--- src/rtl/pcfg_pkg.sv ---
package pcfg_pkg;

    typedef enum logic [1:0] {
        OP_POWER_ON = 2'b00,
        OP_SHUTDOWN = 2'b01,
        OP_RESUME   = 2'b10,
        OP_RESERVED = 2'b11
    } pcfg_op_e;

    localparam int BYTE_W      = 8;
    localparam int VALUE_W     = 16;
    localparam int FRAME_BYTES = 3;
    localparam int FRAME_W     = FRAME_BYTES * BYTE_W;

    localparam logic [BYTE_W-1:0]  SEL_INDEX  = 8'h74;
    localparam logic [BYTE_W-1:0]  SEL_DATA   = 8'h76;
    localparam logic [BYTE_W-1:0]  REG_POWER  = 8'h11;
    localparam logic [BYTE_W-1:0]  REG_ORIENT = 8'h01;
    localparam logic [VALUE_W-1:0] ORIENT_KEEP = 16'h2B00;
    localparam logic [VALUE_W-1:0] ORIENT_BASE = 16'h2AEF;
    localparam logic [VALUE_W-1:0] PWR_ON_VAL  = 16'h0000;
    localparam logic [VALUE_W-1:0] PWR_OFF_VAL = 16'h0001;

    typedef struct packed {
        logic [BYTE_W-1:0]  regnum;
        logic [VALUE_W-1:0] value;
    } reg_write_t;

    function automatic logic [VALUE_W-1:0] orient_word(input logic [VALUE_W-1:0] mode);
        return (mode & ORIENT_KEEP) | (ORIENT_BASE & ~ORIENT_KEEP);
    endfunction

    function automatic logic last_step(input pcfg_op_e op);
        return (op == OP_SHUTDOWN) ? 1'b0 : 1'b1;
    endfunction

    function automatic reg_write_t step_write(input pcfg_op_e op, input logic step,
                                              input logic [VALUE_W-1:0] word);
        reg_write_t w;
        w.regnum = REG_POWER;
        w.value  = PWR_OFF_VAL;
        case (op)
            OP_POWER_ON: begin
                w.regnum = step ? REG_ORIENT : REG_POWER;
                w.value  = step ? word : PWR_ON_VAL;
            end
            OP_RESUME: begin
                w.regnum = step ? REG_POWER : REG_ORIENT;
                w.value  = step ? PWR_ON_VAL : word;
            end
            default: begin
                w.regnum = REG_POWER;
                w.value  = PWR_OFF_VAL;
            end
        endcase
        return w;
    endfunction

endpackage

--- src/rtl/pcfg_tick_gen.sv ---
module pcfg_tick_gen #(
    parameter int HALF_CYC = 2
) (
    input  logic clk,
    input  logic rst_n,
    input  logic en,
    output logic tick
);
    localparam int CW = (HALF_CYC > 1) ? $clog2(HALF_CYC) : 1;
    localparam logic [CW-1:0] LAST = CW'(HALF_CYC - 1);

    typedef struct packed {
        logic [CW-1:0] cnt;
    } tick_state_t;

    tick_state_t s_d, s_q;

    always_comb begin
        s_d  = s_q;
        tick = 1'b0;
        if (!en) begin
            s_d.cnt = '0;
        end else if (s_q.cnt == LAST) begin
            s_d.cnt = '0;
            tick    = 1'b1;
        end else begin
            s_d.cnt = s_q.cnt + 1'b1;
        end
    end

    always_ff @(posedge clk or negedge rst_n) begin
        if (!rst_n) s_q <= '0;
        else        s_q <= s_d;
    end
endmodule

--- src/rtl/pcfg_frame_tx.sv ---
module pcfg_frame_tx #(
    parameter int FRAME_W   = 24,
    parameter int GAP_TICKS = 2
) (
    input  logic               clk,
    input  logic               rst_n,
    input  logic               tick,
    input  logic               load,
    input  logic [FRAME_W-1:0] frame,
    output logic               active,
    output logic               frame_done,
    output logic               sclk,
    output logic               mosi,
    output logic               cs_n
);
    localparam int BW = $clog2(FRAME_W);
    localparam int GW = $clog2(GAP_TICKS + 1);
    localparam logic [BW-1:0] LAST_BIT = BW'(FRAME_W - 1);
    localparam logic [GW-1:0] LAST_GAP = GW'(GAP_TICKS - 1);

    typedef enum logic [1:0] {TX_IDLE, TX_RUN, TX_GAP} tx_st_e;

    typedef struct packed {
        tx_st_e             st;
        logic [FRAME_W-1:0] shreg;
        logic [BW-1:0]      bitcnt;
        logic [GW-1:0]      gapcnt;
        logic               sclk;
        logic               cs_n;
    } tx_state_t;

    localparam tx_state_t TX_RST = '{st: TX_IDLE, shreg: '0, bitcnt: '0,
                                     gapcnt: '0, sclk: 1'b0, cs_n: 1'b1};

    tx_state_t s_d, s_q;

    always_comb begin
        s_d        = s_q;
        frame_done = 1'b0;
        case (s_q.st)
            TX_IDLE: begin
                if (load) begin
                    s_d.st     = TX_RUN;
                    s_d.shreg  = frame;
                    s_d.bitcnt = '0;
                    s_d.cs_n   = 1'b0;
                    s_d.sclk   = 1'b0;
                end
            end
            TX_RUN: begin
                if (tick) begin
                    if (!s_q.sclk) begin
                        s_d.sclk = 1'b1;
                    end else begin
                        s_d.sclk = 1'b0;
                        if (s_q.bitcnt == LAST_BIT) begin
                            s_d.st     = TX_GAP;
                            s_d.cs_n   = 1'b1;
                            s_d.gapcnt = '0;
                        end else begin
                            s_d.shreg  = {s_q.shreg[FRAME_W-2:0], 1'b0};
                            s_d.bitcnt = s_q.bitcnt + 1'b1;
                        end
                    end
                end
            end
            TX_GAP: begin
                if (tick) begin
                    if (s_q.gapcnt == LAST_GAP) begin
                        s_d.st     = TX_IDLE;
                        frame_done = 1'b1;
                    end else begin
                        s_d.gapcnt = s_q.gapcnt + 1'b1;
                    end
                end
            end
            default: s_d = TX_RST;
        endcase
    end

    always_ff @(posedge clk or negedge rst_n) begin
        if (!rst_n) s_q <= TX_RST;
        else        s_q <= s_d;
    end

    assign active = (s_q.st != TX_IDLE);
    assign sclk   = s_q.sclk;
    assign cs_n   = s_q.cs_n;
    assign mosi   = ~s_q.cs_n & s_q.shreg[FRAME_W-1];
endmodule

--- src/rtl/pcfg_seq_ctrl.sv ---
module pcfg_seq_ctrl
    import pcfg_pkg::*;
(
    input  logic               clk,
    input  logic               rst_n,
    input  logic               cmd_start,
    input  logic [1:0]         cmd_op,
    input  logic [VALUE_W-1:0] mode_cfg,
    input  logic               frame_done,
    output logic               load,
    output logic [FRAME_W-1:0] frame,
    output logic               busy,
    output logic               done
);
    typedef enum logic [1:0] {SQ_IDLE, SQ_LOAD, SQ_WAIT} sq_st_e;

    typedef struct packed {
        sq_st_e             st;
        pcfg_op_e           op;
        logic [VALUE_W-1:0] word;
        logic               step;
        logic               is_data;
        logic               busy;
        logic               done;
        logic               load;
        logic [FRAME_W-1:0] frame;
    } sq_state_t;

    localparam sq_state_t SQ_RST = '{st: SQ_IDLE, op: OP_SHUTDOWN, word: '0, step: 1'b0,
                                     is_data: 1'b0, busy: 1'b0, done: 1'b0,
                                     load: 1'b0, frame: '0};

    sq_state_t  s_d, s_q;
    reg_write_t cur_w;
    pcfg_op_e   req_op;

    always_comb begin
        req_op = pcfg_op_e'(cmd_op);
        cur_w  = step_write(s_q.op, s_q.step, s_q.word);
        s_d      = s_q;
        s_d.done = 1'b0;
        s_d.load = 1'b0;
        case (s_q.st)
            SQ_IDLE: begin
                if (cmd_start && (req_op != OP_RESERVED)) begin
                    s_d.op      = req_op;
                    s_d.word    = orient_word(mode_cfg);
                    s_d.step    = 1'b0;
                    s_d.is_data = 1'b0;
                    s_d.busy    = 1'b1;
                    s_d.st      = SQ_LOAD;
                end
            end
            SQ_LOAD: begin
                s_d.load  = 1'b1;
                s_d.frame = s_q.is_data ? {SEL_DATA, cur_w.value}
                                        : {SEL_INDEX, 8'h00, cur_w.regnum};
                s_d.st    = SQ_WAIT;
            end
            SQ_WAIT: begin
                if (frame_done) begin
                    if (!s_q.is_data) begin
                        s_d.is_data = 1'b1;
                        s_d.st      = SQ_LOAD;
                    end else if (s_q.step == last_step(s_q.op)) begin
                        s_d.st   = SQ_IDLE;
                        s_d.busy = 1'b0;
                        s_d.done = 1'b1;
                    end else begin
                        s_d.step    = 1'b1;
                        s_d.is_data = 1'b0;
                        s_d.st      = SQ_LOAD;
                    end
                end
            end
            default: s_d = SQ_RST;
        endcase
    end

    always_ff @(posedge clk or negedge rst_n) begin
        if (!rst_n) s_q <= SQ_RST;
        else        s_q <= s_d;
    end

    assign load  = s_q.load;
    assign frame = s_q.frame;
    assign busy  = s_q.busy;
    assign done  = s_q.done;
endmodule

--- src/rtl/panel_cfg_seq.sv ---
module panel_cfg_seq
    import pcfg_pkg::*;
#(
    parameter int CLK_DIV = 4
) (
    input  logic        clk,
    input  logic        rst_n,
    input  logic        cmd_start,
    input  logic [1:0]  cmd_op,
    input  logic [15:0] mode_cfg,
    output logic        busy,
    output logic        done,
    output logic        spi_sclk,
    output logic        spi_mosi,
    output logic        spi_cs_n
);
    localparam int HALF_CYC  = (CLK_DIV < 2) ? 1 : CLK_DIV / 2;
    localparam int GAP_TICKS = 2;

    logic               tick;
    logic               tx_active;
    logic               tx_done;
    logic               tx_load;
    logic [FRAME_W-1:0] tx_frame;

    pcfg_seq_ctrl u_ctrl (
        .clk        (clk),
        .rst_n      (rst_n),
        .cmd_start  (cmd_start),
        .cmd_op     (cmd_op),
        .mode_cfg   (mode_cfg),
        .frame_done (tx_done),
        .load       (tx_load),
        .frame      (tx_frame),
        .busy       (busy),
        .done       (done)
    );

    pcfg_tick_gen #(.HALF_CYC(HALF_CYC)) u_tick (
        .clk   (clk),
        .rst_n (rst_n),
        .en    (tx_active),
        .tick  (tick)
    );

    pcfg_frame_tx #(.FRAME_W(FRAME_W), .GAP_TICKS(GAP_TICKS)) u_tx (
        .clk        (clk),
        .rst_n      (rst_n),
        .tick       (tick),
        .load       (tx_load),
        .frame      (tx_frame),
        .active     (tx_active),
        .frame_done (tx_done),
        .sclk       (spi_sclk),
        .mosi       (spi_mosi),
        .cs_n       (spi_cs_n)
    );
endmodule

--- config.mk ---
export PLATFORM = sky130hd
export DESIGN_NAME = panel_cfg_seq
export DESIGN_NICKNAME = d
export VERILOG_FILES = /design/src/rtl/pcfg_pkg.sv /design/src/rtl/pcfg_tick_gen.sv /design/src/rtl/pcfg_frame_tx.sv /design/src/rtl/pcfg_seq_ctrl.sv /design/src/rtl/panel_cfg_seq.sv
export SDC_FILE = /design/constraint.sdc
export NUM_CORES = 1
export LEC_CHECK = 0
export BUFFER_PORTS_ARGS = -buffer_cell sky130_fd_sc_hd__buf_4
export CORE_AREA = 2 2 74 128
export DETAILED_ROUTE_END_ITERATION = 8
export DIE_AREA = 0 0 76 130
export MAX_ROUTING_LAYER = met4
export PLACE_DENSITY = 0.62
export SYNTH_ARGS = -nofsm -noshare
export SYNTH_HDL_FRONTEND = slang
export SYNTH_HIERARCHICAL = 1
export SYNTH_SLANG_ARGS = --single-unit
--- constraint.sdc ---
create_clock -name clk -period 3.1 [get_ports clk]
set_clock_uncertainty 0.05 [all_clocks]
set_input_delay 0.62 -clock clk [delete_from_list [all_inputs] [get_ports clk]]
set_output_delay 0.62 -clock clk [all_outputs]
set_load 0.02 [all_outputs]
==> results of run 1 <==
[power groups by stage]
| stage | logic, W | registers (W) | clock network, W |
|---|---|---|---|
| CTS | 0.00137 | 0.00127 | 0.00116 |
| global route | 0.00154 | 0.00131 | 0.00119 |
| floorplan | 0.00116 | 0.00120 | 0 |
| detailed placement | 0.00136 | 0.00128 | 0 |
| finish | 0.00135 | 0.00127 | 0.00113 |
| global placement | 0.00133 | 0.00126 | 0 |
[critical path, cell delays in order, from the launching register on]
cell,delay [ns]
dfrtp_1,0.33
buf_4,0.31
inv_1,0.21
nor3_1,0.53
o221a_2,0.33
nand2_1,0.07
mux2_1,0.31
[per-stage QoR]
step                power, W  cells  setup slack, ns  cell area [µm²]  hold WS, ns
global placement     0.00259    470            0.866             3450        0.396
finish               0.00375    486            0.826             3790        0.312
floorplan            0.00237    383            0.906             3480        0.274
CTS                  0.00380    486            0.819             3790        0.333
global route         0.00404    486            0.668             3790        0.373
detailed placement   0.00264    470            0.849             3450        0.405
[layout make-up]
type,count,area share [%]
Clock buffer,11,6.41
Inverter,10,0.991
Clock inverter,5,2.64
Multi-Input combinational cell,263,43.4
Sequential cell,59,39.0
Tap cell,120,3.96
Timing Repair Buffer,18,3.57
[final timing paths]
path / from / endpoint / slack [ns] / cells after the start
hold / removal: rst_n / u_tx/s_q[31]$_DFFE_PN0P_ / 0.31 / 1
hold reg to reg: u_ctrl/frame[8]$_DFFE_PN0N_ / u_ctrl/frame[8]$_DFFE_PN0N_ / 0.41 / 2
max in group asynchronous: rst_n / u_tx/s_q[21]$_DFFE_PN0P_ / 2.19 / 1
setup / recovery: u_tx/s_q[34]$_DFFE_PN0P_ / u_ctrl/busy$_DFFE_PN0P_ / 0.83 / 6
min in group clk: u_ctrl/frame[8]$_DFFE_PN0N_ / u_ctrl/frame[8]$_DFFE_PN0N_ / 0.41 / 2
setup reg to reg: u_tx/s_q[34]$_DFFE_PN0P_ / u_ctrl/busy$_DFFE_PN0P_ / 0.83 / 6
[layer usage]
metal	global-route usage [%]	vias to the layer above	wire length, µm	share of wire (%)
li1	-	1286	-	-
met1	16.4	1298	2780	39
met2	28.9	52	3940	56
met3	3.46	10	229	3.2
met4	9.52	0	114	1.6
met5	-	-	0	0
[sequential cells by signal (all words and copies together) (netlist names)]
name	count
u_ctrl/busy	1
u_ctrl/done	1
u_ctrl/frame	9
u_ctrl/load	1
u_ctrl/s_q	11
u_tick/s_q	1
u_tx/cs_n	1
u_tx/s_q	33
u_tx/sclk	1
[cells by family (layout without fill, tap and decap cells)]
logic type | Yosys count | count (layout)
AND/OR/NAND/NOR | 179 | 179
AO/OA/AOI/OAI | 66 | 66
buffers and inverters | 61 | 44
flip-flops | 59 | 59
adder cells (fa/ha/maj) | 6 | 6
multiplexers | 3 | 3
XOR/XNOR | 2 | 2
other | 1 | 7
[cell usage in the layout, fill, tap and decap left out, types with 3 or more instances in the layout]
cell type / instances
nand3_1: 79
buf_4: 18
inv_1: 8
nand2_1: 40
o21ai_0: 9
o31ai_1: 3
conb_1: 7
o21ai_1: 7
bufinv_16: 3
ha_1: 6
a21o_1: 3
nor2_1: 7
clkbuf_16: 9
nor3_1: 4
a21oi_1: 28
dfrtp_1: 57
and4bb_2: 18
nand2b_1: 4
nor4bb_1: 5
==> impl_results.md, run 1 <==
* Outcome: completed
* P&R area growth vs syn at 9.67%
* Multi-input gate area at 1640 µm²
* Simple-gate share of the synthesized area at 31.1%
* WL final at 7.06 mm
* RePlAce Congestion at 0.756
* Post-DR wirelength/cell at 14.5 µm
* P_sw at 0.00143 W
* Clk sinks at 59
* Gr ovfl total at 0
* HP Class: in -> async
* Post-synth top area share at 41.3%
* Post-synthesis xor/xnor area fraction at 0.507%
* Count leader, synth: nand3_1
* Seq/Total Area, Yosys at 42.8%
* Slew Viols, Final at 0
* Post-synthesis mux area share at 0.942%
* Leak at 1.71 nW
* Worst-path clk slew at 0.05 ns
* Ys async rst share at 100%
* Number of flops mapped to enable cells by yosys at 0
* DP HPWL at 4.66 mm
* Starting Density at 38.7%
* CTS root buf: clkbuf_16
* Util after Layout at 42.5%
* Synth area leaders: dfrtp_1 41%, nand3_1 11%, and4bb_2 6.5%
* Setup violators final at 0
* Max Freq at 0.440 GHz
* Slew HR at 31.7%
* Post-route setup TNS at 0 ns
* Number of port buffers at 13
* Pint at 0.00232 W
* Vias in the first global route at 2693
* Fraction of the mapped netlist area in compound gates at 11.9%
* Max-cap violations at 0
* Clock Path Buffers at 2
* Seq. cell area at 1480 µm²
* Avg Cell Area, Syn at 9.16 µm²
* Clock latency on the worst-skew pair at 0.33 ns
* 1st-iter DRT viols at 144
* Critical Path Fanout Max at 33
* Combinational power share at 36.1%
* Final min period at 2.27 ns
* Cts bufs inserted at 9
* Final hold violations at 0
* Die area at 9880 µm²
* First-pass GRT wire length at 12.3 mm
* GRT Util Overall at 16.2%
* Drt first pass iters at 5
* Vias per inst at 5.44
* Initial antenna violation count at 0
* CP Class: reg -> reg
* Mapped Area at 3450 µm²
* Net Sw Frac at 38.1%
* Largest family of logic cells by synthesized area: simple AND/OR/NAND/NOR gates
* Layout cells sized above 1 at 18.9%
* Fillers at 901
* Nets@finish at 388
* Worst VDD drop at 0.566 mV
* Final ANT Viol Nets at 0
* Cell row count at 46
* Clock Power Share at 30.2%
* Post-CTS Setup Inserts at 0
* Core Region at 8920 µm²
* Power Density at 991 nW/µm²
* Chip Width at 76 µm
* CTS tree: done
* Data arrival time of the critical path at 2.43 ns
* Hold-fix buffer count after cts at 0
* Synth Register Bits at 59
* Most common library cells after synthesis: 79 x nand3_1, 57 x dfrtp_1, 40 x nand2_1
* Worst EP required at 3.25 ns
* Reg power frac at 33.7%
* Top FF cell, synth: dfrtp_1
* Overall die height at 130 µm
* Mapped Cells at 377
* Routed vias at 2646
* Diode count at 0
* Post_cts resized at 0
* Residual DRC count at 0
* Worst-Margin Slew at 1.02 ns
* Adder-Cell Fraction of Synth Area at 2.17%
* CTS H-tree lvls at 3
* Crit end category: register
* YS warnings at 6
* Setup repair after global routing missed its margin: false
* Startpoint types: register
* Largest net degree at the start of global routing at 60
* Period utilization at 73.4%
* Synth area leader: dfrtp_1
* Synth unique cells at 59
* Num ports at 26
Note: power is estimated with default switching activity, not from simulation.
==> inputs of run 2 (changes only) <==
ABC_AREA = 1   (was unset)
CORE_AREA = 2 2 71 124   (was 2 2 74 128)
DIE_AREA = 0 0 73 126   (was 0 0 76 130)
clock period = 2.1 ns   (was 3.1 ns; I/O delays follow)
==> impl_results.md, run 2 <==
* Overall die height at 126 µm (was 130 µm)
* P&R area growth vs syn at 10.5% (was 9.67%)
* Largest net degree at the start of global routing at 32 (was 60)
* First-pass GRT wire length at 11.0 mm (was 12.3 mm)
* Chip Width at 73 µm (was 76 µm)
* Final ANT Viol Nets at 0 (unchanged)
* CTS H-tree lvls at 3 (unchanged)
* Final min period at 1.91 ns (was 2.27 ns)
* Clock Path Buffers at 2 (unchanged)
* Clock latency on the worst-skew pair at 0.33 ns (about the same)
* Setup violators final at 0 (unchanged)
* Synth area leaders: dfrtp_1 44%, nand2_1 25%, nand3_1 7.4% (was dfrtp_1 41%, nand3_1 11%, and4bb_2 6.5%)
* Power Density at 1450 nW/µm² (was 991 nW/µm²)
* Mapped Cells at 440 (was 377)
* 1st-iter DRT viols at 146 (was 144)
* Worst EP required at 2.32 ns (was 3.25 ns)
* Cts bufs inserted at 9 (unchanged)
* RR Startpoint: u_tx/s_q[34]$_DFFE_PN0P_ (unchanged)
* Die area at 9200 µm² (was 9880 µm²)
* Most common library cells after synthesis: 215 x nand2_1, 57 x dfrtp_1, 48 x nand3_1 (was 79 x nand3_1, 57 x dfrtp_1, 40 x nand2_1)
* Flop2flop setup slack at 0.19 ns (was 0.83 ns)
* Period utilization at 91.0% (was 73.4%)
* Diode count at 0 (unchanged)
* Vias per inst at 4.82 (was 5.44)
* Most frequent cells in the layout: 215 x nand2_1, 57 x dfrtp_1, 48 x nand3_1 (was 79 x nand3_1, 57 x dfrtp_1, 40 x nand2_1)
* Dpl cell area at 3270 µm² (was 3450 µm²)
* Ys async rst share at 100% (unchanged)
* Avg Cell Area, Syn at 7.34 µm² (was 9.16 µm²)
* Final hold violations at 0 (unchanged)
* CTS root buf: clkbuf_16 (unchanged)
* Hold path start: mode_cfg[13]
* Data arrival time of the critical path at 2.13 ns (was 2.43 ns)
* Reg with most FFs: u_tx/s_q (unchanged)
* Net Sw Frac at 41.1% (was 38.1%)
* Number of port buffers at 13 (unchanged)
* Pint at 0.00305 W (was 0.00232 W)
* Startpoint types: register (unchanged)
* WL final at 6.08 mm (was 7.06 mm)
* Gr ovfl total at 0 (unchanged)
* Mapped Area at 3230 µm² (was 3450 µm²)
* HP Class: in -> reg (was in -> async)
* Layout cells sized above 1 at 11.5% (was 18.9%)
* Number of flops mapped to enable cells by yosys at 0 (unchanged)
* Reg2reg end: u_tx/s_q[25]$_DFFE_PN0P_ (was u_ctrl/busy$_DFFE_PN0P_)
* Outcome: completed (unchanged)
* CTS tree: done (unchanged)
* P_sw at 0.00213 W (was 0.00143 W)
* Post-DR wirelength/cell at 11.3 µm (was 14.5 µm)
* Seq/Total Area, Yosys at 45.8% (was 42.8%)
* Num ports at 26 (unchanged)
* Vias in the first global route at 2550 (was 2693)
* Nets@finish at 467 (was 388)
* Post_cts resized at 0 (unchanged)
* Top FF cell, synth: dfrtp_1 (unchanged)
* Finished Cell Area at 3570 µm² (was 3790 µm²)
* Reg power frac at 31.8% (was 33.7%)
* Max Freq at 0.523 GHz (was 0.440 GHz)
* Routed vias at 2589 (was 2646)
* Max-cap violations at 0 (unchanged)
* Worst-path clk slew at 0.05 ns (about the same)
* Drt first pass iters at 4 (was 5)
* Clk sinks at 59 (unchanged)
* Core Region at 8200 µm² (was 8920 µm²)
* Count leader, synth: nand2_1 (was nand3_1)
* Crit end category: register (unchanged)
* Cell row count at 44 (was 46)
* Critical Path Fanout Max at 29 (was 33)
* Synth unique cells at 25 (was 59)
* Number of flip-flops in the largest register at 33 (unchanged)
* Hold depth at 3
* Synth Register Bits at 59 (unchanged)
* Clock Power Share at 26.8% (was 30.2%)
* Initial antenna violation count at 0 (unchanged)
* GRT Util Overall at 15.6% (was 16.2%)
* Post-CTS Setup Inserts at 0 (unchanged)
* Worst R2R Path Depth at 9 (was 6)
* Most common cell after layout, fill and taps aside: nand2_1 (was nand3_1)
* YS warnings at 6 (unchanged)
* Slew Viols, Final at 0 (unchanged)
* Setup repair after global routing missed its margin: false (unchanged)
* Post-synth top area share at 44.2% (was 41.3%)
* Fillers at 820 (was 901)
* CP Class: reg -> reg (unchanged)
* Worst VDD drop at 0.960 mV (was 0.566 mV)
* Residual DRC count at 0 (unchanged)
* RePlAce Congestion at 0.796 (was 0.756)
* Combinational power share at 41.4% (was 36.1%)
* Starting Density at 39.4% (was 38.7%)
* DP HPWL at 4.15 mm (was 4.66 mm)
* Post-route setup TNS at 0 ns (unchanged)
* Leak at 1.96 nW (was 1.71 nW)
* Synth area leader: dfrtp_1 (unchanged)
* Hold worst-path end: u_ctrl/s_q[42]$_DFFE_PN0P_
-- run 2: how the worst max path moves through the flow --
| stage | slack (ns) | end | from |
|---|---|---|---|
| floorplan | 0.12 | u_tx/s_q[13]$_DFFE_PN0P_ | u_tx/s_q[34]$_DFFE_PN0P_ |
| global placement | 0.23 | u_tx/s_q[13]$_DFFE_PN0P_ | u_tx/s_q[34]$_DFFE_PN0P_ |
| detailed placement | 0.20 | u_ctrl/s_q[28]$_DFFE_PN0P_ | u_tx/s_q[34]$_DFFE_PN0P_ |
| CTS | 0.20 | u_ctrl/s_q[28]$_DFFE_PN0P_ | u_tx/s_q[34]$_DFFE_PN0P_ |
| global route | 0.009 | u_ctrl/s_q[28]$_DFFE_PN0P_ | u_tx/s_q[34]$_DFFE_PN0P_ |
| finish | 0.19 | u_tx/s_q[25]$_DFFE_PN0P_ | u_tx/s_q[34]$_DFFE_PN0P_ |
-- run 2: metal layers --
layer | share of wire (%) | up-vias | GRT usage [%]
li1 | - | 1328 | -
met1 | 41 | 1210 | 17.1
met2 | 53 | 34 | 25.8
met3 | 2.3 | 17 | 3.36
met4 | 3.3 | 0 | 8.39
met5 | 0 | - | -
-- run 2: cells by family (layout without fill, tap and decap cells) --
logic type / count (synthesis) / count (layout) / synth area share (%)
flip-flops: 59 / 59 / 45.8
AO/OA/AOI/OAI: 11 / 11 / 2.05
buffers and inverters: 63 / 62 / 11.0
adder cells (fa/ha/maj): 6 / 6 / 2.32
AND/OR/NAND/NOR: 300 / 300 / 38.7
other: 1 / 7 / 0.116
-- run 2: power groups by stage --
stage | registers [W] | clock network (W) | logic [W]
after floorplan | 0.00165 | 0 | 0.00175
after global placement | 0.00165 | 0 | 0.00213
after detailed placement | 0.00166 | 0 | 0.00217
after CTS | 0.00165 | 0.00143 | 0.00218
after global routing | 0.00169 | 0.00147 | 0.00247
final | 0.00165 | 0.00139 | 0.00215
-- run 2: critical path: stages (launching register included) --
cell and delay (ns):
dfrtp_1 0.44, nor2_2 0.18, buf_4 0.30, nand2_1 0.13
nand2_1 0.15, nor2_4 0.05, nand2_1 0.05, buf_4 0.31
nand2_1 0.10, nand2_1 0.07
-- run 2: metrics by stage --
stage                     worst slack [ns]  utilization (%)  power [W]  std cells  hold slack (ns)
final                                0.189             43.5    0.00518        537            0.270
after global routing               0.00940             43.5    0.00563        537            0.275
after CTS                            0.197             43.5    0.00526        537            0.258
after detailed placement             0.204             39.8    0.00384        520            0.346
after global placement               0.232             39.8    0.00378        520            0.343
after floorplan                      0.123                -    0.00340        446           0.0744
-- run 2: repair_timing --
action	in CTS	in global routing
endpoints found under the hold margin	27	0
hold buffers	1	0
setup endpoints to repair	0	0
-- run 2: layout make-up --
cell class / count / area [µm²] / area share (%)
clock buffer: 15 / 288 / 8.06
clock inverter: 1 / 5.00 / 0.140
inverter: 25 / 93.8 / 2.63
multi-input combinational: 324 / 1420 / 39.7
sequential: 59 / 1480 / 41.4
tap: 92 / 115 / 3.22
timing repair buffer: 21 / 173 / 4.84
==> inputs of run 3 (changes only) <==
ABC_AREA = unset   (was 1)
CORE_AREA = 2 2 74 128   (was 2 2 71 124)
DIE_AREA = 0 0 76 130   (was 0 0 73 126)
==> impl_results.md, run 3 (synthesized netlist as in run 1, its figures left out) <==
* HP Class: in -> async (was in -> reg)
* Number of port buffers at 13 (unchanged)
* Post-route setup TNS at 0 ns (unchanged)
* Max-cap violations at 0 (unchanged)
* Leak at 1.70 nW (was 1.96 nW)
* Chip Width at 76 µm (was 73 µm)
* Layout cells sized above 1 at 18.9% (was 11.5%)
* Number of flip-flops in the largest register at 33 (unchanged)
* Hold-fix buffer count after cts at 0 (was 1)
* Vias per inst at 5.43 (was 4.82)
* First-pass GRT wire length at 12.5 mm (was 11.0 mm)
* Worst VDD drop at 0.946 mV (was 0.960 mV)
* Crit end category: register (unchanged)
* Startpoint types: register (unchanged)
* Worst EP required at 2.26 ns (was 2.32 ns)
* Drt first pass iters at 4 (unchanged)
* Routed wl met2 at 4.08 mm (was 3.22 mm)
* Post_cts resized at 0 (unchanged)
* Gr ovfl total at 0 (unchanged)
* Seq. cell area at 1480 µm² (unchanged)
* Setup violators final at 0 (unchanged)
* Final min period at 1.93 ns (was 1.91 ns)
* Clock Path Buffers at 2 (unchanged)
* RePlAce Congestion at 0.759 (was 0.796)
* Max Freq at 0.519 GHz (was 0.523 GHz)
* Period utilization at 91.8% (was 91.0%)
* Max stage delay on crit path at 0.33 ns (was 0.44 ns)
* CTS tree: done (unchanged)
* Largest net degree at the start of global routing at 60 (was 32)
* WL final at 7.33 mm (was 6.08 mm)
* Non-Filler Instances at 490 (was 537)
* Nets@finish at 392 (was 467)
* Routed vias at 2662 (was 2589)
* Overall die height at 130 µm (was 126 µm)
* Setup repair after global routing missed its margin: false (unchanged)
* GRT Util Overall at 16.4% (was 15.6%)
* Starting Density at 38.7% (was 39.4%)
* Clock latency on the worst-skew pair at 0.33 ns (about the same)
* Outcome: completed (unchanged)
* Post-DR wirelength/cell at 15.0 µm (was 11.3 µm)
* Multi-input gate area at 1660 µm² (was 1420 µm²)
* Final ANT Viol Nets at 0 (unchanged)
* CTS root buf: clkbuf_16 (unchanged)
* Initial antenna violation count at 0 (unchanged)
* Diode count at 0 (unchanged)
* Util after Layout at 42.3% (was 43.5%)
* Met1 Wirelength at 2.94 mm (was 2.52 mm)
* DR top layer: met4 (unchanged)
* Final hold violations at 0 (unchanged)
* WL met3 at 165 µm (was 142 µm)
* Residual DRC count at 0 (unchanged)
* DP HPWL at 4.56 mm (was 4.15 mm)
* Crit path cell chain: buf_4, inv_1, nor3_2, o221a_2, nand2_1, mux2_1 (was nor2_2, buf_4, nand2_1, nand2_1, nor2_4, nand2_1, buf_4, nand2_1, nand2_1)
* Worst-Margin Slew at 0.760 ns
* Final hold slack at 0.105 ns (was 0.270 ns)
* Cell row count at 46 (was 44)
* Cts bufs inserted at 9 (unchanged)
* Data arrival time of the critical path at 2.09 ns (was 2.13 ns)
* Most frequent cells in the layout: 79 x nand3_1, 57 x dfrtp_1, 39 x nand2_1 (was 215 x nand2_1, 57 x dfrtp_1, 48 x nand3_1)
* P&R area growth vs syn at 9.20% (was 10.5%)
* CP Class: reg -> reg (unchanged)
* Num ports at 26 (unchanged)
* Fillers at 873 (was 820)
* Vias in the first global route at 2698 (was 2550)
* 1st-iter DRT viols at 121 (was 146)
* CTS H-tree lvls at 3 (unchanged)
* Clk sinks at 59 (unchanged)
* Slew Viols, Final at 0 (unchanged)
* Critical-path top delay cell: dfrtp_1 (unchanged)
* Critical Path Fanout Max at 33 (was 29)
* Reg with most FFs: u_tx/s_q (unchanged)
* Most common cell after layout, fill and taps aside: nand3_1 (was nand2_1)
* # placed instances at 473 (was 520)
* Die area at 9880 µm² (was 9200 µm²)
* Slew HR at 49.3%
* Power Density at 1400 nW/µm² (was 1450 nW/µm²)
* Core Region at 8920 µm² (was 8200 µm²)
* Worst-path clk slew at 0.05 ns (about the same)
[run 3: final cells by class]
class                   instances  share of cell area, %
multi-input cells             264                   44.0
flip-flops and latches         59                   39.2
clock buffers                  16                   6.93
repair buffers                 21                   4.84
well taps                     120                   3.98
inverters                      10                  0.995
[run 3: timing repair]
| action | CTS | global route |
|---|---|---|
| setup buffers | 0 | 0 |
| hold endpoints to repair | 0 | 0 |
| endpoints found under the setup margin | 0 | 13 |
[run 3: report_power, final]
| part | internal [W] | total [W] | switching (W) |
|---|---|---|---|
| Combinational | 0.000810 | 0.00216 | 0.00135 |
| Sequential | 0.00151 | 0.00182 | 0.000314 |
| Clock | 0.000830 | 0.00130 | 0.000469 |
| Total | 0.00315 | 0.00528 | 0.00213 |
[run 3: worst max-delay path, delay by kind of cell (launching register included)]
family	cells	cell delay, ns
mux	1	0.30
buf+inv	2	0.42
simple gates	2	0.40
flops	1	0.33
compound gates	1	0.30
[run 3: routing by layer]
metal | global-route usage [%] | up-vias
met3 | 4.01 | 9
li1 | - | 1296
met5 | - | -
met1 | 16.0 | 1331
met2 | 30.3 | 26
met4 | 8.45 | 0
[run 3: stage by stage]
| stage | setup WS (ns) | total power (W) | instance area (µm²) |
|---|---|---|---|
| final | 0.173 | 0.00528 | 3770 |
| after detailed placement | 0.0961 | 0.00398 | 3500 |
| after floorplan | 0.00228 | 0.00352 | 3490 |
| after global routing | 0.0415 | 0.00568 | 3770 |
| after CTS | 0.0674 | 0.00531 | 3760 |
| after global placement | 0.132 | 0.00392 | 3500 |
[run 3: final timing paths]
| path | startpoint | endpoint | slack (ns) | depth (start not counted) |
|---|---|---|---|---|
| min in group clk | mode_cfg[11] | u_ctrl/s_q[40]$_DFFE_PN0P_ | 0.28 | 3 |
| worst min register to register | u_ctrl/frame[9]$_DFFE_PN0N_ | u_ctrl/frame[9]$_DFFE_PN0N_ | 0.41 | 2 |
| max in group asynchronous | rst_n | u_tx/s_q[25]$_DFFE_PN0P_ | 1.38 | 1 |
| worst max register to register | u_tx/s_q[34]$_DFFE_PN0P_ | u_ctrl/busy$_DFFE_PN0P_ | 0.17 | 6 |
| worst max-delay path | u_tx/s_q[34]$_DFFE_PN0P_ | u_ctrl/busy$_DFFE_PN0P_ | 0.17 | 6 |
| worst min-delay path | rst_n | u_tick/s_q$_DFF_PN0_ | 0.10 | 1 |
